File: src/rtl/lfsr_pkg.sv
package lfsr_pkg;

    // Action the register takes on the next clock edge
    typedef enum logic [1:0] {
        ACT_HOLD  = 2'd0,
        ACT_SHIFT = 2'd1,
        ACT_LOAD  = 2'd2
    } lfsr_act_e;

    // Control word handed from the decoder to the register stage
    typedef struct packed {
        lfsr_act_e act;
        logic      seed_zero;
    } lfsr_ctrl_t;

    // Load beats enable; enable beats hold
    function automatic lfsr_act_e pick_action(input logic load, input logic en);
        if (load)
            return ACT_LOAD;
        else if (en)
            return ACT_SHIFT;
        else
            return ACT_HOLD;
    endfunction

endpackage

File: src/rtl/lfsr_seed_guard.sv
module lfsr_seed_guard #(
    parameter int WIDTH = 32
) (
    input  logic [WIDTH-1:0] seed,
    output logic             seed_zero
);
    // Flags the one seed value that would lock the register
    assign seed_zero = (seed == '0);
endmodule

File: src/rtl/lfsr_feedback.sv
module lfsr_feedback #(
    parameter int               WIDTH = 32,
    parameter logic [WIDTH-1:0] TAPS  = 32'h8020_0003
) (
    input  logic [WIDTH-1:0] state,
    output logic             fb
);
    logic [WIDTH-1:0] tapped;

    // One gate per position; positions not in the mask contribute zero
    for (genvar i = 0; i < WIDTH; i++) begin : g_tap
        if (TAPS[i]) begin : g_on
            assign tapped[i] = state[i];
        end else begin : g_off
            assign tapped[i] = 1'b0;
        end
    end

    assign fb = ^tapped;
endmodule

File: src/rtl/lfsr_ctrl.sv
module lfsr_ctrl
    import lfsr_pkg::*;
(
    input  logic       load,
    input  logic       en,
    input  logic       seed_zero,
    output lfsr_ctrl_t ctrl
);
    always_comb begin
        ctrl.act       = pick_action(load, en);
        ctrl.seed_zero = seed_zero;
    end
endmodule

File: src/rtl/lfsr_prng.sv
module lfsr_prng
    import lfsr_pkg::*;
#(
    parameter int               WIDTH = 32,
    parameter logic [WIDTH-1:0] TAPS  = 32'h8020_0003
) (
    input  logic             clk,
    input  logic             rst,
    input  logic             en,
    input  logic             load,
    input  logic [WIDTH-1:0] seed,
    output logic [WIDTH-1:0] state_o,
    output logic             serial_o
);
    localparam logic [WIDTH-1:0] RESET_SEED = '1;
    localparam logic [WIDTH-1:0] ZERO_SUB   = {{(WIDTH-1){1'b0}}, 1'b1};

    if (WIDTH < 2) begin : g_bad_width
        $error("lfsr_prng: WIDTH must be at least 2");
    end
    if (!TAPS[WIDTH-1]) begin : g_bad_taps
        $error("lfsr_prng: the top position must be tapped");
    end

    logic [WIDTH-1:0] state_q;
    logic [WIDTH-1:0] state_d;
    logic             fb;
    logic             seed_zero;
    lfsr_ctrl_t       ctrl;

    lfsr_seed_guard #(.WIDTH(WIDTH)) u_guard (
        .seed      (seed),
        .seed_zero (seed_zero)
    );

    lfsr_feedback #(.WIDTH(WIDTH), .TAPS(TAPS)) u_fb (
        .state (state_q),
        .fb    (fb)
    );

    lfsr_ctrl u_ctrl (
        .load      (load),
        .en        (en),
        .seed_zero (seed_zero),
        .ctrl      (ctrl)
    );

    always_comb begin
        unique case (ctrl.act)
            ACT_LOAD:  state_d = ctrl.seed_zero ? ZERO_SUB : seed;
            ACT_SHIFT: state_d = {state_q[WIDTH-2:0], fb};
            default:   state_d = state_q;
        endcase
    end

    always_ff @(posedge clk) begin
        if (rst)
            state_q <= RESET_SEED;
        else
            state_q <= state_d;
    end

    assign state_o  = state_q;
    assign serial_o = state_q[WIDTH-1];
endmodule

File: config.mk
export PLATFORM = sky130hd
export DESIGN_NAME = lfsr_prng
export DESIGN_NICKNAME = d
export VERILOG_FILES = /design/src/rtl/lfsr_pkg.sv /design/src/rtl/lfsr_seed_guard.sv /design/src/rtl/lfsr_feedback.sv /design/src/rtl/lfsr_ctrl.sv /design/src/rtl/lfsr_prng.sv
export SDC_FILE = /design/constraint.sdc
export NUM_CORES = 1
export LEC_CHECK = 0
export CAP_MARGIN = 20
export CORE_UTILIZATION = 30
export CTS_CLUSTER_DIAMETER = 100
export DETAILED_ROUTE_END_ITERATION = 12
export DONT_BUFFER_PORTS = 1
export PLACE_DENSITY = 0.51
export SYNTH_ARGS = -nofsm -noshare
export SYNTH_HDL_FRONTEND = slang
export SYNTH_HIERARCHICAL = 1
export SYNTH_SLANG_ARGS = --single-unit
File: constraint.sdc
create_clock -name clk -period 4.1 [get_ports clk]
set_input_delay 0.82 -clock clk [delete_from_list [all_inputs] [get_ports clk]]
set_output_delay 0.82 -clock clk [all_outputs]
set_load 0.005 [all_outputs]
Word level (Yosys, flattened, before mapping)
Index checks and enable logic that the tools add are counted.
{"block": "totals", "regBits": 32, "input_bits": 36, "output_inout_bits": 33, "wordCells": 10}
{"block": "op_classes", "n_eq_ne": 2, "n_mux": 4, "n_reduce_logical": 3}
{"op": "$pmux 32 s2", "count": 1}
{"op": "$logic_not 32->1", "count": 1}
{"op": "$mux 32", "count": 1}
{"op": "$reduce_xor 32->1", "count": 1}
{"op": "$eq 2x1->1 const B", "count": 1}
{"op": "$eq 2x2->1 const B", "count": 1}
{"op": "$mux 2", "count": 1}
{"op": "$reduce_bool 2->1", "count": 1}
{"op": "$mux 1", "count": 1}

Depth between registers and ports, before layout
{"block": "depth", "word_depth": 4, "mapped_depth": 8, "mapped_depth_nobuf": 5}

Hierarchy
The synthesis kept the hierarchy.
{"module": "lfsr_prng", "instances": 1, "cells_per_inst": 184, "area_each_um2": 1634.1, "seq_area_each_um2": 640.6}
{"module": "lfsr_seed_guard", "instances": 1, "cells_per_inst": 11, "area_each_um2": 72.6, "seq_area_each_um2": 0.0}
{"module": "lfsr_ctrl", "instances": 1, "cells_per_inst": 3, "area_each_um2": 28.8, "seq_area_each_um2": 0.0}
{"module": "lfsr_feedback", "instances": 1, "cells_per_inst": 3, "area_each_um2": 26.3, "seq_area_each_um2": 0.0}

Worst setup path after synthesis
OpenSTA, ideal clock, no wires.
{"block": "synth_timing", "kind": "in2reg", "from": "in seed[26]", "to": "reg state_q[0] (netlist: state_o[0])", "setup_time_ns": 0.087, "arrival_time_ns": 1.879, "required_ns": 4.013, "slack_ns": 2.134, "stages": 7, "path_buffers": 2, "path_cell_list": "nor4_1 nand4_1 nor2_1 buf_4 clkbuf_1 nor3_1 o31ai_1"}
{"block": "synth_via", "elab_chain_cells": 3}
{"item": "start, declared", "line_no": "lfsr_prng.sv:11", "source": "input logic [WIDTH-1:0] seed,"}
{"item": "$logic_not 32->1", "line_no": "lfsr_seed_guard.sv:8", "source": "assign seed_zero = (seed == '0);"}
{"item": "named net seed_zero", "line_no": "lfsr_prng.sv:28", "source": "logic seed_zero;"}
{"item": "$mux 32", "line_no": "lfsr_prng.sv:50", "source": "ACT_LOAD: state_d = ctrl.seed_zero ? ZERO_SUB : seed;"}
{"item": "$pmux 32 s2", "line_no": "lfsr_prng.sv:49", "source": "unique case (ctrl.act)"}
{"item": "end signal, assigned", "line_no": "lfsr_prng.sv:60", "source": "state_q <= state_d;"}
{"item": "end, declared", "line_no": "lfsr_prng.sv:25", "source": "logic [WIDTH-1:0] state_q;"}
The timed path passes the listed nets, and every way through them passes these cells.
A chain may end at the register's enable or synchronous reset.

Final worst setup path
{"block": "layout_timing", "from": "in en", "to": "reg state_q[10] (netlist: state_o[10])"}
{"block": "layout_via", "elab_chain_cells": 4, "elab_cells_between_ends": 6, "classes_between": "2 x eq/ne; 3 x mux; 1 x reduce/logical"}
{"item": "start, declared", "line_no": "lfsr_prng.sv:9", "source": "input logic en,"}
{"item": "$mux 1 (*)", "line_no": "lfsr_pkg.sv:20", "source": "else if (en)"}
{"item": "$mux 2 (*)", "line_no": "lfsr_pkg.sv:18", "source": "if (load)"}
{"item": "$eq 2x1->1 or $eq 2x2->1 (tied branches)", "line_no": "lfsr_prng.sv:49"}
{"item": "$pmux 32 s2 or $reduce_bool 2->1 (tied branches)"}
Mark *: on every way between the ends. The rest lies on a longest branch, timed or not.

==> results.md <==
- The flow ran to the end, and the final reports show no timing, DRC or antenna violations.
- The area of the die is 6180 sq um.
- The actual slew at the worst max-slew pin is slightly below 1 ns.
- The synthesized netlist net count is about 240.
- Yosys mapped a number of flops with a built-in enable equal to 0.
- The peak supply drop is ~0.16 mV.
- The count of different cell masters after synthesis is 24.
- Across the run, the number of max-cap violations was 0.
- Power spread over the standard cell area amounts to 393 nW/um^2.
- For this run, the leading register cell type out of synthesis is dfxtp_1.
- The post-synthesis area per instance is a little under 9 sq um.
- The number of placed instances, taps included, is around 250.
- The clock latency on the worst-skew pair is about 0.28 ns.
- The family with the most delay on the worst path is simple AND/OR/NAND/NOR gates.
- The warning count from the yosys run is 6.
- The number of hold violations in the final report was 0.
- The width of the die is 78.6 microns.
- The largest net degree at the start of global routing is 65.
- The number of antenna violations at the first check in global routing came to 0.
- The via count of the first global-routing pass came to around 1400.
- The post-synthesis async set-or-reset flop share is 0%.
- The clock tree from TritonCTS is built.
- In the synthesized netlist, the cells that appear most often are dfxtp_1, a31oi_1, nand2_1, nor3b_1, or3b_1.
- The slowest stage of the critical path belongs to the cell nor2_2.
- In this run the worst path has a maximum fanout of 34.
- The number of flip-flops in the largest register is 32.
- The finished cells cover 1820 sq um.
- The number of placement rows is 27.
- The biggest area contributor in the post-synthesis netlist is dfxtp_1.
- The I/O pin count is 69.
- For this run, design rule violations remaining after detail routing come to 0.
- The via total after detailed routing is between 1000 and 1500.
- The most used standard cell by instance count after synthesis is dfxtp_1.
- The number of buffers and inverters on the critical path is 1.
- For this run, the slowest stage of the critical path takes 0.64 ns.
- The overall track demand over capacity in global routing is 15.3%.
- Traced cell by cell, the critical path runs through nor2b_4, ha_2, nor2_2, buf_4, a31oi_1.
- In this run, post-CTS repair resized a total of 0 instances.
- In this run the cell area measured after placement is 1730 sq um.
- The leftover overflow at the end of global routing is 0.
- Counting flops and latches in the post-synthesis netlist gives 32.
- At the end of routability-driven placement, the weighted congestion stood at about 0.68.
- The setup TNS after final layout is 0 ns.
- After filler insertion, the fill cell instance count of the layout stands at 601.
- The clock root buffer master is clkbuf_8.
- Input and output buffers added on the ports amount to 0.
- Once the floorplan was initialized, standard cells occupied between 30% and 40% of the core.
- The number of levels the H-tree was split into is 2.
- The die boundary height is about 79 microns.
- Data arrives at the worst endpoint at ~2.5 ns.
- The number of antenna cells inserted is 0.
- Detailed placement finished with a half-perimeter wire length of 3070 microns.
- The synthesized netlist occupies a cell area of 1760 sq um.
- The routed design has approximately 4600 microns of wire.
- In this run the worst hold path is classified as reg2reg.
- The clock skew after layout is between 0.005 and 0.006 ns.
- The routed wire length per instance is between 15 and 20 microns.
- The first global-routing pass estimated between 7000 and 8000 microns of wire.
- The region available for standard cell placement spans approximately 5600 sq um.
- The number of clock buffers added by TritonCTS is 5.
- After clock tree synthesis, the setup repair step added 0 buffers.
- The fraction of the cycle the final worst path needs is a little under three fifths.
- The class of the most critical setup path is in2reg.
- STA classifies the critical path startpoint as an input pin.
- The DRC violation total after the first TritonRoute iteration is 64.
- Clock-pin slew was measured on the worst setup and hold paths at 0.07 ns.
- Synthesis handed over a netlist of 201 instances.
- Derived from the worst setup path, the maximum achievable clock frequency is 426 MHz.
- By area the synthesized netlist is led by dfxtp_1, or3b_1, nor3b_1, a31oi_1, nand2_1.
- The via count normalized by instance count is 5.55.
- The first detailed-routing pass took 4 iterations.
- The share of layout cells above drive strength 1 is 7.45%.
- Sequential cells were found to cover approximately 36% of the synthesized design area.
- Setup violations remaining at the end of the flow were counted as 0.
- The worst slew margin relative to its limit is 34.7%.
- After synthesis, the largest area contributor takes up 36.4% of total cell area.
- After clock tree synthesis, the flow added hold-fix buffers numbering 0.
- The post-route antenna net violation count is 0.
- The post-layout instance count excluding filler cells is 260.
- Setup repair after global routing left no endpoint under its margin.
- The maximum buffer depth of the clock tree is 2.
- The total number of clock tree sinks is 32.
- The critical path required time is roughly 4.3 ns.
- For this design the static power due to leakage is around 0.6 nW.
- The count of pins over their slew limit is 0.
- The smallest clock period supported by the final layout is computed as 2.35 ns.
- The worst setup path is captured at a flip-flop.
- For this run, the post-layout net count is 224.
- The area growth from synthesis to layout is 3.12%.
[through the flow]
stage,utilization (%),power [mW],hold slack [ns],worst slack [ns]
after floorplan,-,0.458,0.485,2.13
after global routing,32.6,0.754,0.546,1.60
final,32.6,0.714,0.513,1.75
after detailed placement,31.0,0.472,0.510,1.44
after global placement,31.0,0.472,0.507,1.41
after CTS,32.6,0.724,0.520,1.72
[cells in the final DEF (no fill, tap or decap), drive strengths merged]
cell	n
dfxtp	32
or3b	31
nand2	31
nor3b	31
a31oi	31
nor4	8
clkbuf	8
nor2	2
buf	2
xnor2	2
nand4	2
nor2b	2
inv	1
nor3	1
a21oi	1
o31ai	1
ha	1
xor2	1
[logic make-up (layout without fill, tap and decap cells)]
| kind of cell | count (synthesis) | after routing | synth area share [%] |
|---|---|---|---|
| buf+inv | 24 | 11 | 8.59 |
| compound gates | 33 | 33 | 11.7 |
| simple gates | 108 | 108 | 41.1 |
| xor+xnor | 3 | 3 | 1.49 |
| fa+ha+maj | 1 | 1 | 0.710 |
| flops | 32 | 32 | 36.4 |
[routing by layer]
layer	wire length, microns	track usage, %	vias up
met5	0	0	-
met4	37	5.00	0
met3	425	5.47	4
met2	2040	23.1	61
met1	2130	19.9	665
li1	-	-	713
[power breakdown]
group / leakage, nW / switching, mW / internal [mW] / total (mW)
Sequential: 0.265 / 0.0322 / 0.340 / 0.373
Clock: 0.0455 / 0.113 / 0.137 / 0.250
Combinational: 0.293 / 0.0440 / 0.0475 / 0.0914
Total: 0.604 / 0.189 / 0.525 / 0.714
[layout make-up]
type | instances | area, sq um | share of cell area (%)
clock buffer | 8 | 90.1 | 4.96
inverter | 1 | 3.75 | 0.207
multi-input combinational | 145 | 977 | 53.8
sequential | 32 | 641 | 35.3
tap | 72 | 90.1 | 4.96
timing repair buffer | 2 | 15.0 | 0.826
[final timing paths]
path                                   from          end  slack, ns  cells after the start
worst max register to register  state_o[31]   state_o[0]       3.00                      4
worst max-delay path                     en  state_o[10]       1.75                      5
worst min register to register  state_o[23]  state_o[24]       0.51                      2
worst min-delay path            state_o[23]  state_o[24]       0.51                      2
[worst register-to-register path, cell delays in order, from the launching register on]
cell and delay, ns:
dfxtp_1 0.44, xor2_1 0.20, xnor2_1 0.15, nor2b_2 0.06, o31ai_1 0.17
Power figures use the tool's default switching activity.
